### config.mk
export PLATFORM = sky130hd
export DESIGN_NAME = acc_alu
export DESIGN_NICKNAME = d
export VERILOG_FILES = /design/src/rtl/acc_alu_pkg.sv /design/src/rtl/acc_alu_arith.sv /design/src/rtl/acc_alu_logic.sv /design/src/rtl/acc_alu_flags.sv /design/src/rtl/acc_alu.sv
export SDC_FILE = /design/constraint.sdc
export NUM_CORES = 1
export LEC_CHECK = 0
export CAP_MARGIN = 20
export CORE_ASPECT_RATIO = 0.7
export CORE_MARGIN = 2
export CORE_UTILIZATION = 33
export DETAILED_ROUTE_END_ITERATION = 16
export SYNTH_ARGS = -nofsm -noshare
export SYNTH_HDL_FRONTEND = slang
export SYNTH_SLANG_ARGS = --single-unit
### constraint.sdc
create_clock -name clk -period 4.15 [get_ports clk]
set_clock_uncertainty 0.05 [all_clocks]
set_input_delay 0.83 -clock clk [delete_from_list [all_inputs] [get_ports clk]]
set_output_delay 0.83 -clock clk [all_outputs]
set_load 0.02 [all_outputs]
### src/rtl/acc_alu_pkg.sv
package acc_alu_pkg;
  typedef enum logic [3:0] {
    OP_ADD = 4'd0,
    OP_ADC = 4'd1,
    OP_SUB = 4'd2,
    OP_SBB = 4'd3,
    OP_AND = 4'd4,
    OP_OR  = 4'd5,
    OP_XOR = 4'd6,
    OP_RLC = 4'd7,
    OP_RRC = 4'd8
  } alu_op_e;

  localparam int FLAG_W = 3;
  localparam int FLG_Z  = 0;
  localparam int FLG_N  = 1;
  localparam int FLG_C  = 2;
endpackage

### src/rtl/acc_alu_arith.sv
module acc_alu_arith #(
  parameter int DATA_W = 8,
  parameter int NIB_W  = 4
) (
  input  logic [DATA_W-1:0] a,
  input  logic [DATA_W-1:0] b,
  input  logic              cin,
  input  logic              invert_b,
  output logic [DATA_W-1:0] sum,
  output logic              carry_out,
  output logic              nib_carry
);
  function automatic logic [DATA_W:0] full_add(
    input logic [DATA_W-1:0] x, input logic [DATA_W-1:0] y, input logic c);
    full_add = {1'b0, x} + {1'b0, y} + {{DATA_W{1'b0}}, c};
  endfunction

  function automatic logic [NIB_W:0] low_add(
    input logic [NIB_W-1:0] x, input logic [NIB_W-1:0] y, input logic c);
    low_add = {1'b0, x} + {1'b0, y} + {{NIB_W{1'b0}}, c};
  endfunction

  logic [DATA_W-1:0] b_eff;
  logic [DATA_W:0]   wide;
  logic [NIB_W:0]    low;

  assign b_eff     = invert_b ? ~b : b;
  assign wide      = full_add(a, b_eff, cin);
  assign low       = low_add(a[NIB_W-1:0], b_eff[NIB_W-1:0], cin);
  assign sum       = wide[DATA_W-1:0];
  assign carry_out = wide[DATA_W];
  assign nib_carry = low[NIB_W];
endmodule

### src/rtl/acc_alu_logic.sv
module acc_alu_logic #(
  parameter int DATA_W = 8
) (
  input  acc_alu_pkg::alu_op_e op,
  input  logic [DATA_W-1:0]    a,
  input  logic [DATA_W-1:0]    b,
  input  logic                 cin,
  output logic [DATA_W-1:0]    res,
  output logic                 shift_out
);
  import acc_alu_pkg::*;

  always_comb begin
    res       = a;
    shift_out = cin;
    case (op)
      OP_AND: res = a & b;
      OP_OR:  res = a | b;
      OP_XOR: res = a ^ b;
      OP_RLC: begin
        res       = {a[DATA_W-2:0], cin};
        shift_out = a[DATA_W-1];
      end
      OP_RRC: begin
        res       = {cin, a[DATA_W-1:1]};
        shift_out = a[0];
      end
      default: res = a;
    endcase
  end
endmodule

### src/rtl/acc_alu_flags.sv
module acc_alu_flags (
  input  logic       clk,
  input  logic       rst_n,
  input  logic       upd_z,
  input  logic       upd_n,
  input  logic       upd_c,
  input  logic       new_z,
  input  logic       new_n,
  input  logic       new_c,
  input  logic       wr_en,
  input  logic [2:0] wr_data,
  output logic       z_q,
  output logic       n_q,
  output logic       c_q
);
  always_ff @(posedge clk or negedge rst_n) begin
    if (!rst_n) begin
      z_q <= 1'b0;
      n_q <= 1'b0;
      c_q <= 1'b0;
    end else if (wr_en) begin
      z_q <= wr_data[0];
      n_q <= wr_data[1];
      c_q <= wr_data[2];
    end else begin
      if (upd_z) z_q <= new_z;
      if (upd_n) n_q <= new_n;
      if (upd_c) c_q <= new_c;
    end
  end

  AST_WRITE_WINS: assert property (@(posedge clk) disable iff (!rst_n)
    wr_en |=> {c_q, n_q, z_q} == $past(wr_data));
  AST_IDLE_HOLD: assert property (@(posedge clk) disable iff (!rst_n)
    (!wr_en && !upd_z && !upd_n && !upd_c) |=> $stable({c_q, n_q, z_q}));
  AST_NIB_KEEP: assert property (@(posedge clk) disable iff (!rst_n)
    (!wr_en && !upd_n) |=> $stable(n_q));
endmodule

### src/rtl/acc_alu.sv
module acc_alu #(
  parameter int DATA_W = 8,
  parameter int NIB_W  = 4
) (
  input  logic              clk,
  input  logic              rst_n,
  input  logic              op_valid,
  input  logic [3:0]        op_code,
  input  logic [DATA_W-1:0] acc_in,
  input  logic [DATA_W-1:0] opnd_in,
  output logic [DATA_W-1:0] result,
  input  logic              flag_we,
  input  logic [DATA_W-1:0] flag_wdata,
  output logic [DATA_W-1:0] flag_rdata
);
  import acc_alu_pkg::*;

  localparam int PAD_W = DATA_W - FLAG_W;

  alu_op_e op;
  logic z_q, n_q, c_q;
  logic is_arith, is_logic, is_rot, is_known;
  logic use_flag_cin, arith_cin, invert_b;
  logic [DATA_W-1:0] arith_sum, logic_res;
  logic arith_cout, arith_ncout, rot_out;
  logic upd_z, upd_n, upd_c, new_c;
  logic unused_wdata;

  assign op = alu_op_e'(op_code);

  assign is_arith = (op_code <= 4'd3);
  assign is_logic = (op == OP_AND) || (op == OP_OR) || (op == OP_XOR);
  assign is_rot   = (op == OP_RLC) || (op == OP_RRC);
  assign is_known = is_arith || is_logic || is_rot;

  assign invert_b     = (op == OP_SUB) || (op == OP_SBB);
  assign use_flag_cin = (op == OP_ADC) || (op == OP_SBB);
  assign arith_cin    = use_flag_cin ? c_q : (op == OP_SUB);

  acc_alu_arith #(.DATA_W(DATA_W), .NIB_W(NIB_W)) u_arith (
    .a(acc_in), .b(opnd_in), .cin(arith_cin), .invert_b(invert_b),
    .sum(arith_sum), .carry_out(arith_cout), .nib_carry(arith_ncout)
  );

  acc_alu_logic #(.DATA_W(DATA_W)) u_logic (
    .op(op), .a(acc_in), .b(opnd_in), .cin(c_q),
    .res(logic_res), .shift_out(rot_out)
  );

  assign result = is_arith ? arith_sum : logic_res;

  assign upd_z = op_valid && is_known;
  assign upd_n = op_valid && is_arith;
  assign upd_c = op_valid && (is_arith || is_rot);
  assign new_c = is_arith ? arith_cout : rot_out;

  acc_alu_flags u_flags (
    .clk(clk), .rst_n(rst_n),
    .upd_z(upd_z), .upd_n(upd_n), .upd_c(upd_c),
    .new_z(result == '0), .new_n(arith_ncout), .new_c(new_c),
    .wr_en(flag_we), .wr_data(flag_wdata[FLAG_W-1:0]),
    .z_q(z_q), .n_q(n_q), .c_q(c_q)
  );

  assign flag_rdata   = {{PAD_W{1'b0}}, c_q, n_q, z_q};
  assign unused_wdata = ^flag_wdata[DATA_W-1:FLAG_W];

  AST_ZERO_TRACK: assert property (@(posedge clk) disable iff (!rst_n)
    (op_valid && !flag_we && is_known) |=> flag_rdata[FLG_Z] == ($past(result) == '0));
  AST_ROT_CARRY: assert property (@(posedge clk) disable iff (!rst_n)
    (op_valid && !flag_we && op == OP_RLC) |=> flag_rdata[FLG_C] == $past(acc_in[DATA_W-1]));
  AST_SUB_NOBORROW: assert property (@(posedge clk) disable iff (!rst_n)
    (op_valid && !flag_we && op == OP_SUB) |=> flag_rdata[FLG_C] == ($past(acc_in) >= $past(opnd_in)));
  AST_UPPER_ZERO: assert property (@(posedge clk) disable iff (!rst_n)
    flag_rdata[DATA_W-1:FLAG_W] == '0);
endmodule

==> impl_metrics.csv <==
group,metric,value,unit
clocking,cts_root_buffer,"clkbuf_8",
synth,avgSynthCellArea,7.26,um2
cells_and_area,final_cells,376,
sta,whs,534,ps
placement,gp_congestion,0.867,
pwr,total_leakage_power,1.16,nW
setup_path,crit_path_end_kind,"output port",
pwr,pwr-share-comb,74.7,%
sta,setup_viol,0,
run,cap_violations,0,
floorplanning,core,0.00478,mm2
run_status,outcome,"finished clean",
drt,ant_nets,0,
sta,setup_tns,0,ps
global_routing,grt_pass1_wl,8150,um
pwr,vdd_drop_max,0.0000805,V
cells_and_area,final_layout_size_suffix_gt1_share,28.7,%
worst_hold_path,hp-class,"reg -> reg",
placement,numPortBuffers,37,
pwr,power.share.clock,17.9,%
global_routing,antenna_found_initial,0,
clocking,insertion_delay,210,ps
clocking,cts_made_buffers,3,
cells_and_area,area_growth,53.3,%
synth,syn_inst,225,
setup_path,critPathLaunchType,"input port",
setup_path,required,3270,ps
synth,synth_seq_cells,3,
global_routing,overflow,0,
synth,ys_seq_area_share,4.60,%
sta,finalCritPeriodShare,96.4,%
floorplanning,rows,21,
drt,drtIter0Drc,95,
cells_and_area,num_antenna_cells,0,
cells_and_area,nets,365,
floorplanning,chipWidth,88.1,um
pwr,switchingPower,0.195,mW
drt,viasPerCell,5.09,
sta,finalHoldViolCount,0,
pwr,powerDensity,187,mW/mm2
floorplanning,io_pins,48,
clocking,clk_path_buf_depth,2,
sta,min_period,4000,ps
floorplanning,start_util,34.1,%
global_routing,grtUsageTotal,18.3,%
synth,ys_types,62,
clocking,cts-htree-levels,1,
global_routing,grt_max_degree,27,
pwr,p_int,0.273,mW
sta,tightest_slew,527,ps
synth,yosysWarnings,0,
drt,drc,0,
setup_path,cp.arrival,3120,ps
drt,firstDrtPassIters,4,
clocking,clk_pin_slew,30,ps
synth,synth_edf_count,0,
floorplanning,die-area,0.00554,mm2
pwr,power,0.468,mW
setup_path,critPathMaxFanout,2,
placement,hpwl,4120,um
clocking,cts_sinks,3,
drt,vias,1912,
drt,wl_per_cell,13.5,um
sta,drv_slew,0,
pwr,power.share.switching,41.6,%
floorplanning,fp.dieH,62.9,um
sta,max_slew_margin,64.0,%
placement,dp.cells,371,
synth,synthArstFlopShare,100,%
sta,rsz0062_at_grt,"false",
clocking,cts_tree,"built",
drt,wl,5090,um
setup_path,crit_type,"in -> out",
synth,synth_ff_type,"dfrtp_1",
pwr,seqPwrFrac,7.5,%
synth,syn_area,0.00163,mm2
sta,clock.fmax,250,MHz
global_routing,first_global_vias,1706,
clocking,cts_hold_buf,0,
## kinds of logic after synthesis
| kind of cell | count (synthesis) | synth area share (%) |
|---|---|---|
| DFF | 3 | 4.60 |
| other | 1 | 0.230 |
| adders and majority gates | 25 | 20.1 |
| buffers and inverters | 44 | 13.6 |
| and+or+nand+nor | 62 | 19.5 |
| xor gates and xnor gates | 12 | 6.44 |
| muxes | 9 | 5.90 |
| AOI/OAI and AO/OA | 69 | 29.7 |
## area by class of cell
class                           instances  area (um2)
Fill cell                             498        2280
Multi-Input combinational cell        182        1420
Timing Repair Buffer                   93         782
Inverter                               25        93.8
Tap cell                               69        86.3
Sequential cell                         3        75.1
Clock buffer                            4        45.0
## layer usage
metal  wire (um)  global-route usage [%]  vias to the layer above
met2        2180                    28.1                       66
li1            -                       -                      961
met4           0                   0.568                        0
met5           0                       0                        -
met1        2520                    28.4                      885
met3         390                    2.38                        0
## state kept, by name, indices dropped and copies added (netlist names)
signal	cells
u_flags.c_q	1
u_flags.n_q	1
u_flags.z_q	1
## final timing paths
path / start / endpoint / slack [ps] / cells after the start
min in group asynchronous: rst_n / u_flags.z_q / 750 / 1
worst min-delay path: u_flags.n_q / u_flags.n_q / 530 / 2
worst max-delay path: op_code[3] / result[6] / 150 / 14
worst min register to register: u_flags.n_q / u_flags.n_q / 530 / 2
max in group asynchronous: rst_n / u_flags.n_q / 3150 / 1
worst max register to register: u_flags.c_q / u_flags.z_q / 1280 / 12
## timing repair
| item | 4_1_cts | 5_1_grt |
|---|---|---|
| pin swaps | 9 | 9 |
| resized for setup | 38 | 9 |
| endpoints found under the setup margin | 8 | 7 |
| setup buffers | 1 | 0 |
## cell usage after synthesis, drive strengths merged, types with 3 or more instances
library cell | instances | area, um2
dfrtp | 3 | 75.1
nand2 | 15 | 56.3
xnor2 | 9 | 78.8
inv | 25 | 93.8
nor3 | 3 | 15.0
mux2 | 5 | 56.3
buf | 17 | 121
mux2i | 4 | 40.0
o211ai | 3 | 22.5
xor2 | 3 | 26.3
a21oi | 16 | 80.1
nor2 | 20 | 77.6
a211oi | 4 | 30.0
a221oi | 4 | 41.3
o21ai | 14 | 70.1
nor4b | 3 | 26.3
o31ai | 4 | 35.0
ha | 23 | 288
nand2b | 4 | 25.0
nor4 | 3 | 18.8
## stage by stage
stage	area, um2	setup slack, ps	utilization (%)
2_1_floorplan	1680	4.71	-
3_3_place_gp	2410	-658	50.4
3_5_place_dp	2410	-679	50.4
4_1_cts	2490	21.0	52.2
5_1_grt	2500	15.7	52.4
6_report	2500	150	52.4
## cell usage in the layout (no fill, tap or decap), types with 3 or more instances in the layout
master,netlist,routed
nand2b_1,4,4
inv_2,1,3
nor4b_1,3,3
nand2_1,15,15
mux2_1,4,4
dfrtp_1,3,3
xor2_1,3,3
dlygate4sd2_1,0,5
inv_1,24,22
ha_1,23,23
clkdlybuf4s50_1,0,24
nor2_1,19,17
o21ai_0,12,9
o31ai_1,3,3
o21ai_1,2,4
conb_1,1,5
xnor2_1,9,8
nor4_1,3,3
clkbuf_8,0,3
buf_4,10,55
o211ai_1,3,3
mux2i_1,4,4
a21oi_1,16,14
## worst max-delay path: stages
cell and delay [ps]:
clkbuf_2 90, or2_4 250, nor2_4 140, xnor2_2 140, fa_2 250, inv_2 40
fa_2 360, a211oi_4 300, buf_4 160, o32a_1 130, a31o_2 110, a21oi_2 70
nor2_2 120, buf_6 120
## power by group through the flow
| stage | logic [mW] | clock network [mW] | registers [mW] |
|---|---|---|---|
| 6_report | 0.349 | 0.0836 | 0.0350 |
| 2_1_floorplan | 0.186 | 0 | 0.0341 |
| 3_3_place_gp | 0.336 | 0 | 0.0351 |
| 4_1_cts | 0.345 | 0.0859 | 0.0349 |
| 5_1_grt | 0.380 | 0.0901 | 0.0349 |
| 3_5_place_dp | 0.338 | 0 | 0.0352 |
Note: power is estimated with default switching activity, not from simulation.
